[src/rtl/spi_seq.sv]
module spi_seq #(
  parameter int CLK_DIV  = 4,
  parameter int GAP_SCLK = 2
) (
  input  logic        clk,
  input  logic        rst_n,
  input  logic        bus_wr,
  input  logic [6:0]  bus_addr,
  input  logic [15:0] bus_wdata,
  output logic [15:0] bus_rdata,
  input  logic        access_blocked,
  output logic        spi_sclk,
  output logic        spi_cs_n,
  output logic        spi_mosi,
  input  logic        spi_miso
);
  localparam int HALF = CLK_DIV / 2;
  localparam int DIVW = (HALF > 1) ? $clog2(HALF) : 1;
  localparam int GAPC = GAP_SCLK * CLK_DIV;
  localparam int GW   = (GAPC > 1) ? $clog2(GAPC) : 1;

  typedef enum logic [1:0] {S_IDLE, S_PRE, S_GAP, S_MAIN} st_t;
  st_t st;

  logic [15:0] ctl_q, type_q, pre_q;
  logic [63:0] menu_q;
  logic [23:0] addr_q;
  logic        lock_q, done_q, blk_q;
  logic [7:0]  buf_q [64];

  logic [DIVW-1:0] div_cnt;
  logic [GW-1:0]   gap_cnt;
  logic [2:0]      bit_cnt;
  logic [6:0]      byte_idx;
  logic [7:0]      tx_sh, rx_sh;
  logic            sclk_q, cs_q;

  wire busy   = (st != S_IDLE);
  wire wr_sts = bus_wr && (bus_addr == 7'd0);
  wire wr_ctl = bus_wr && (bus_addr == 7'd1) && !busy;
  wire go_acc = wr_ctl && bus_wdata[1];

  wire [15:0] ctl_eff  = go_acc ? bus_wdata : ctl_q;
  wire        dp       = ctl_eff[14];
  wire [5:0]  cnt      = ctl_eff[13:8];
  wire [2:0]  opi      = ctl_eff[6:4];
  wire        pfi      = ctl_eff[3];
  wire        atom     = ctl_eff[2];
  wire [1:0]  typ      = type_q[{opi, 1'b0} +: 2];
  wire        has_addr = typ[1];
  wire        is_wr    = typ[0];
  wire [7:0]  opcode   = menu_q[{opi, 3'b000} +: 8];
  wire [7:0]  pfx      = pre_q[{pfi, 3'b000} +: 8];
  wire [6:0]  d_off    = has_addr ? 7'd4 : 7'd1;
  wire [6:0]  nbytes   = 7'd1 + (has_addr ? 7'd3 : 7'd0) + (dp ? ({1'b0, cnt} + 7'd1) : 7'd0);

  wire tick     = (div_cnt == DIVW'(HALF - 1));
  wire byte_end = tick && sclk_q && (bit_cnt == 3'd7);
  wire last     = (byte_idx == nbytes - 7'd1);
  wire fin      = (st == S_MAIN) && byte_end && last;
  wire [6:0] cap_idx = byte_idx - d_off;
  wire cap      = (st == S_MAIN) && byte_end && dp && !is_wr && (byte_idx >= d_off);

  logic [6:0] nk, ndk;
  logic [7:0] nxt_byte;
  always_comb begin
    nk  = byte_idx + 7'd1;
    ndk = nk - d_off;
    if (has_addr && nk < 7'd4)
      nxt_byte = (nk == 7'd1) ? addr_q[23:16] : (nk == 7'd2) ? addr_q[15:8] : addr_q[7:0];
    else if (is_wr)
      nxt_byte = buf_q[ndk[5:0]];
    else
      nxt_byte = 8'h00;
  end

  assign spi_sclk = sclk_q;
  assign spi_cs_n = cs_q;
  assign spi_mosi = !cs_q && tx_sh[7];

  always_ff @(posedge clk or negedge rst_n) begin
    if (!rst_n) begin
      st <= S_IDLE; cs_q <= 1'b1; sclk_q <= 1'b0;
      div_cnt <= '0; gap_cnt <= '0; bit_cnt <= '0; byte_idx <= '0;
      tx_sh <= '0; rx_sh <= '0;
    end else begin
      case (st)
        S_IDLE: if (go_acc && !access_blocked) begin
          cs_q <= 1'b0; sclk_q <= 1'b0; div_cnt <= '0; bit_cnt <= '0; byte_idx <= '0;
          st    <= atom ? S_PRE : S_MAIN;
          tx_sh <= atom ? pfx : opcode;
        end
        S_PRE, S_MAIN: begin
          div_cnt <= tick ? '0 : div_cnt + 1'b1;
          if (tick) begin
            if (!sclk_q) begin
              sclk_q <= 1'b1;
              rx_sh  <= {rx_sh[6:0], spi_miso};
            end else begin
              sclk_q <= 1'b0;
              if (bit_cnt == 3'd7) begin
                bit_cnt <= '0;
                if (st == S_PRE) begin
                  cs_q <= 1'b1; st <= S_GAP; gap_cnt <= '0;
                end else if (last) begin
                  cs_q <= 1'b1; st <= S_IDLE;
                end else begin
                  byte_idx <= nk; tx_sh <= nxt_byte;
                end
              end else begin
                bit_cnt <= bit_cnt + 3'd1;
                tx_sh   <= {tx_sh[6:0], 1'b0};
              end
            end
          end
        end
        default: begin
          gap_cnt <= gap_cnt + 1'b1;
          if (gap_cnt == GW'(GAPC - 1)) begin
            st <= S_MAIN; cs_q <= 1'b0; div_cnt <= '0; bit_cnt <= '0;
            byte_idx <= '0; tx_sh <= opcode;
          end
        end
      endcase
    end
  end

  always_ff @(posedge clk or negedge rst_n) begin
    if (!rst_n) begin
      ctl_q <= '0; addr_q <= '0; type_q <= '0; pre_q <= '0; menu_q <= '0;
      lock_q <= 1'b0; done_q <= 1'b0; blk_q <= 1'b0;
    end else begin
      done_q <= fin | (done_q & ~(wr_sts & bus_wdata[2]));
      blk_q  <= (go_acc & access_blocked) | (blk_q & ~(wr_sts & bus_wdata[3]));
      lock_q <= lock_q | (wr_sts & bus_wdata[15]);
      if (wr_ctl) ctl_q <= bus_wdata & 16'hFFFD;
      if (bus_wr && !busy && bus_addr == 7'd2) addr_q[15:0]  <= bus_wdata;
      if (bus_wr && !busy && bus_addr == 7'd3) addr_q[23:16] <= bus_wdata[7:0];
      if (bus_wr && !lock_q) begin
        case (bus_addr)
          7'd4: type_q <= bus_wdata;
          7'd5: pre_q  <= bus_wdata;
          7'd6: menu_q[15:0]  <= bus_wdata;
          7'd7: menu_q[31:16] <= bus_wdata;
          7'd8: menu_q[47:32] <= bus_wdata;
          7'd9: menu_q[63:48] <= bus_wdata;
          default: ;
        endcase
      end
    end
  end

  always_ff @(posedge clk or negedge rst_n) begin
    if (!rst_n) begin
      for (int i = 0; i < 64; i++) buf_q[i] <= '0;
    end else if (cap) begin
      buf_q[cap_idx[5:0]] <= rx_sh;
    end else if (bus_wr && bus_addr[6]) begin
      buf_q[bus_addr[5:0]] <= bus_wdata[7:0];
    end
  end

  always_comb begin
    case (bus_addr)
      7'd0:    bus_rdata = {lock_q, 11'b0, blk_q, done_q, 1'b0, busy};
      7'd1:    bus_rdata = ctl_q;
      7'd2:    bus_rdata = addr_q[15:0];
      7'd3:    bus_rdata = {8'h00, addr_q[23:16]};
      7'd4:    bus_rdata = type_q;
      7'd5:    bus_rdata = pre_q;
      7'd6:    bus_rdata = menu_q[15:0];
      7'd7:    bus_rdata = menu_q[31:16];
      7'd8:    bus_rdata = menu_q[47:32];
      7'd9:    bus_rdata = menu_q[63:48];
      default: bus_rdata = bus_addr[6] ? {8'h00, buf_q[bus_addr[5:0]]} : 16'h0000;
    endcase
  end
endmodule


[config.mk]
export PLATFORM = sky130hd
export DESIGN_NAME = spi_seq
export DESIGN_NICKNAME = d
export VERILOG_FILES = /design/src/rtl/spi_seq.sv
export SDC_FILE = /design/constraint.sdc
export NUM_CORES = 2
export LEC_CHECK = 0
export ABC_CLOCK_PERIOD_IN_PS = 6200
export CORE_MARGIN = 10
export CORE_UTILIZATION = 52
export CTS_CLUSTER_SIZE = 12
export DETAILED_ROUTE_END_ITERATION = 6
export GPL_TIMING_DRIVEN = 0
export MAX_ROUTING_LAYER = met4
export PLACE_DENSITY = 0.68
export SYNTH_ARGS = -nofsm -noshare
export SYNTH_HDL_FRONTEND = slang
export SYNTH_SLANG_ARGS = --single-unit
[constraint.sdc]
create_clock -name clk -period 6.2 [get_ports clk]
set_input_delay 1.24 -clock clk [delete_from_list [all_inputs] [get_ports clk]]
set_output_delay 1.24 -clock clk [all_outputs]
set_load 0.02 [all_outputs]
==> results.env <==
CTS.PATH.MAX_BUFFERS=3
TRITONCTS.NUM_BUFFERS=80
TIMING.FINAL.SETUP_VIOLATIONS=8
FAILING_CHECKS='design-rule violations, max-capacitance violations, max-slew violations, negative setup slack'
INITIALDRTVIOLATIONCOUNT=6323
SYNTH_AREA_LEADER_CELL='sky130_fd_sc_hd__dfrtp_1'
POWER.IR.VDD_WORST_V=0.000259
SYNTH_MOST_COMMON_CELL='sky130_fd_sc_hd__dfrtp_1'
POWER_DENSITY_mW_PER_MM2=250
MET3_USAGE=0.153
FIRST_GLOBAL_VIAS=35600
NUMBER_OF_SYNTHESIZED_FLOPS_WITH_AN_ENABLE_PIN=0
GR-MAX-USAGE-LAYER='met2'
ANT_NETS=0
TOTALWIRELENGTH_MM=183
CLASSIFICATION_OF_THE_WORST_SETUP_PATH='in -> out'
GRT_USE_MET1=0.503
CRITICAL_PATH.MOST_COMMON_CELL='sky130_fd_sc_hd__clkbuf_1'
AREA_DELTA_SYNTH_FINAL_PCT=16.4
DIE_H_UM=300
PORTBUFFERS=38
FP.DIEAREA_SQ_MM=0.0902
POST_LAYOUT_NONFILLER_INSTANCES=4639
POST-DP-HPWL_MM=132
MULTI_INPUT_COMB_AREA_SQ_MM=0.0227
YS_ASYNC_SR_FRACTION=1.00
HOLD_VIOLATIONS=0
GRT_MAX_DEGREE=129
GRT_FIRST_PASS_WIRELENGTH_MM=260
CTS.CLK_SLEW.WORST_PATHS_NS=0.05
CELL_COUNT_POST_PLACEMENT=4367
NETLIST_INSTANCES=3275
SYNTH_CELL_TYPE_COUNT=81
CLOCK_SINK_TOTAL=684
AVGVIACOUNTPERCELL=7.92
WORSTPATHBUFFERINVERTERCOUNT=5
GRT_SETUP_UNREPAIRED='true'
STATIC-LEAKAGE-POWER_nW=19.1
INITIAL_CORE_UTIL=0.526
YS_WARN_COUNT=0
WORSTSETUPENDPOINTTYPE='output pin'
GRT_UTIL_MET2=0.570
TIMING.CRITICAL_PATH.FANOUT_MAX=10
CORE_SQ_MM=0.0777
CLOCK_INSERTION_DELAY_WORST_SKEW_NS=0.66
PART_OF_THE_YOSYS_AREA_USED_FOR_SEQUENTIAL_ELEMENTS=0.419
WORST_EP_ARRIVAL_TIME_NS=5.13
CRITICAL_PATH.TOP_DELAY_FAMILY='buffers and inverters'
GRT.OVERFLOW.TOTAL=0
CRIT_CHAIN='dlygate4sd2_1, buf_6, and3b_1, clkbuf_1, and2_1, clkbuf_1, a222oi_1, nand2_1, a221oi_1, nand3_1, clkdlybuf4s50_1'
DRT_PASS1_ITERATIONS=7
TIMING.HOLD.WORST.CLASS='reg -> reg'
POST-SYNTH-TOP-AREA-FRACTION=0.418
FP.DIEW_UM=300
SYNTH.NET_COUNT=3324
FIN_HOLD_WS_NS=0.499
TIMING.FINAL.MAX_SLEW_VIOLATIONS=44
WIRE_PER_INST_UM=39.4
POSTSYNTH.TOPFLOPCELL='sky130_fd_sc_hd__dfrtp_1'
GRT_ANTENNA_BEFORE_REPAIR=10
CTS-ROOT-BUF='sky130_fd_sc_hd__clkbuf_16'
STATUS='complete, but fails checks'
YS_FF_LATCH=684
SEQCELLAREA_SQ_MM=0.0171
FINISH.UTILIZATION=0.611
ROUTABILITYCONGESTION=1.09
MIN_PERIOD_OVER_PERIOD=1.03
TIMING.CRITICAL_PATH.REQUIRED_NS=4.96
H-TREE-DEPTH=3
SYNTH.CELL_AREA_SQ_MM=0.0408
WORST_SETUP_PATH_START_KIND='primary input'
SYNTHTOPCELLSBYCOUNT='683 x sky130_fd_sc_hd__dfrtp_1, 539 x sky130_fd_sc_hd__a22oi_1, 363 x sky130_fd_sc_hd__o21ai_0'
FINAL_LAYOUT_SIZE_SUFFIX_GT1_FRAC=0.304
SYNTHTOPCELLSBYAREA='sky130_fd_sc_hd__dfrtp_1 42%, sky130_fd_sc_hd__mux4_2 19%, sky130_fd_sc_hd__a22oi_1 9.9%'
GRTUSAGETOTAL=0.409
POSTCTSHOLDBUFS=0
NUM-NETS-FINAL=3581
TRITONCTS='yes'
DRC=6
MAX_FREQ_MHz=157
MAX_CAP_VIOLATIONS=5
LAYOUT.FILLER_CELLS=6087
CRITPATHSLOWESTCELL='sky130_fd_sc_hd__clkbuf_1'
STD_CELL_ROWS=102
NUM_VIAS=36800
ACTUAL_TRANSITION_AT_THE_WORST_MAX_TRANSITION_PIN_NS=1.57
SETUP_WS_NS=-0.172
FLOORPLAN.IO_PINS=47
SYNTH.AVG_CELL_AREA_SQ_UM=12.5
FINAL_PERIOD_MINUS_WORST_SETUP_SLACK_NS=6.37
CLOCK_SKEW_AFTER_LAYOUT_NS=0.0270
WORST_SLEW_MARGIN_REL=-0.0453
TIMING.CRITICAL_PATH.SLOWEST_CELL_DELAY_NS=0.93
==> timing repair <==
| item | 4_1_cts | 5_1_grt |
|---|---|---|
| resized for setup | 232 | 89 |
| buffers inserted | 49 | 78 |
| endpoints found under the setup margin | 547 | 497 |
| pin swaps | 25 | 37 |
| endpoints found under the hold margin | 0 | 0 |
==> cell usage in the layout, fill, tap and decap left out, types with 10 or more instances in the layout <==
master                            count
sky130_fd_sc_hd__dfrtp_1            683
sky130_fd_sc_hd__a22oi_1            538
sky130_fd_sc_hd__o21ai_0            361
sky130_fd_sc_hd__mux4_2             346
sky130_fd_sc_hd__o21ai_1            207
sky130_fd_sc_hd__clkbuf_1           171
sky130_fd_sc_hd__mux2_2             135
sky130_fd_sc_hd__buf_4              133
sky130_fd_sc_hd__nand2_1             98
sky130_fd_sc_hd__clkbuf_16           80
sky130_fd_sc_hd__nor3_4              53
sky130_fd_sc_hd__a31oi_4             38
sky130_fd_sc_hd__clkbuf_8            37
sky130_fd_sc_hd__o211ai_2            36
sky130_fd_sc_hd__nor2_1              35
sky130_fd_sc_hd__mux2i_1             35
sky130_fd_sc_hd__buf_6               31
sky130_fd_sc_hd__inv_1               27
sky130_fd_sc_hd__o211ai_1            27
sky130_fd_sc_hd__clkdlybuf4s50_1     26
sky130_fd_sc_hd__nand3_1             25
sky130_fd_sc_hd__clkbuf_2            23
sky130_fd_sc_hd__buf_1               23
sky130_fd_sc_hd__a21oi_1             23
sky130_fd_sc_hd__ha_1                19
sky130_fd_sc_hd__a31oi_2             18
sky130_fd_sc_hd__a31oi_1             18
sky130_fd_sc_hd__buf_12              17
sky130_fd_sc_hd__nor4_4              16
sky130_fd_sc_hd__a222oi_1            16
sky130_fd_sc_hd__buf_8               14
sky130_fd_sc_hd__a221oi_1            13
sky130_fd_sc_hd__xnor2_1             12
sky130_fd_sc_hd__nand4_1             11
sky130_fd_sc_hd__clkbuf_4            10
sky130_fd_sc_hd__xor2_1              10
==> per-stage QoR <==
| stage | power [mW] | setup TNS [ns] | cell area [sq um] | worst slack, ns |
|---|---|---|---|---|
| after detailed placement | 6.91 | -1477.46 | 43000 | -3.43 |
| after global routing | 12.1 | -0.109 | 47500 | -0.0685 |
| after global placement | 6.84 | - | 42600 | -26.04 |
| after floorplan | 6.13 | 0 | 40900 | 0.0390 |
| after CTS | 11.8 | -0.199 | 46600 | -0.0993 |
| final | 11.9 | -0.387 | 47500 | -0.172 |
==> worst paths after layout <==
kind,from,end,slack (ns),cells after the start
worst max-delay path,bus_addr[0],bus_rdata[4],-0.17,11
worst min-delay path,gap_cnt[1]$_DFFE_PN0P_,gap_cnt[1]$_DFFE_PN0P_,0.50,1
worst max register to register,st[0]$_DFFE_PN0P_,tx_sh[5]$_DFFE_PN0P_,0.15,20
worst min register to register,gap_cnt[1]$_DFFE_PN0P_,gap_cnt[1]$_DFFE_PN0P_,0.50,1
max in group asynchronous,rst_n,buf_q[324]$_DFFE_PN0P_,3.85,4
min in group asynchronous,rst_n,buf_q[507]$_DFFE_PN0P_,0.64,2
==> kinds of logic after synthesis <==
| group | count (synthesis) | share of synthesized area |
|---|---|---|
| simple gates | 341 | 0.0599 |
| mux | 526 | 0.239 |
| flops | 684 | 0.419 |
| xor+xnor | 25 | 0.00536 |
| fa+ha+maj | 21 | 0.00662 |
| buf+inv | 327 | 0.0349 |
| compound gates | 1351 | 0.235 |
==> final cells by class <==
cell class,count,share of cell area
Multi-Input combinational cell,2264,0.478
Sequential cell,684,0.360
Antenna cell,9,0.000474
Timing Repair Buffer,179,0.0369
Buffer,295,0.0388
Clock inverter,19,0.00574
Tap cell,1040,0.0274
Clock buffer,121,0.0498
Inverter,28,0.00229
==> where the power goes <==
part           internal, mW  total [mW]  switching, mW
Combinational         0.769        1.90           1.14
Sequential             4.80        5.10          0.307
Clock                  2.87        4.87           2.00
Total                  8.44        11.9           3.44
==> state kept, by name, summed over array words and instances (netlist names) <==
name / cells
addr_q: 24
bit_cnt: 3
blk_q: 1
buf_q: 512
byte_idx: 7
ctl_q: 15
div_cnt: 1
done_q: 1
gap_cnt: 3
lock_q: 1
menu_q: 64
pre_q: 16
rx_sh: 8
spi_cs_n: 1
spi_sclk: 1
st: 2
tx_sh: 8
type_q: 16
==> per-layer routing <==
metal	vias up	wire [um]
met5	-	0
met4	0	14000
met3	817	27100
met2	3394	77900
met1	18700	63800
li1	13900	-
(Power assumes the default switching activity.)
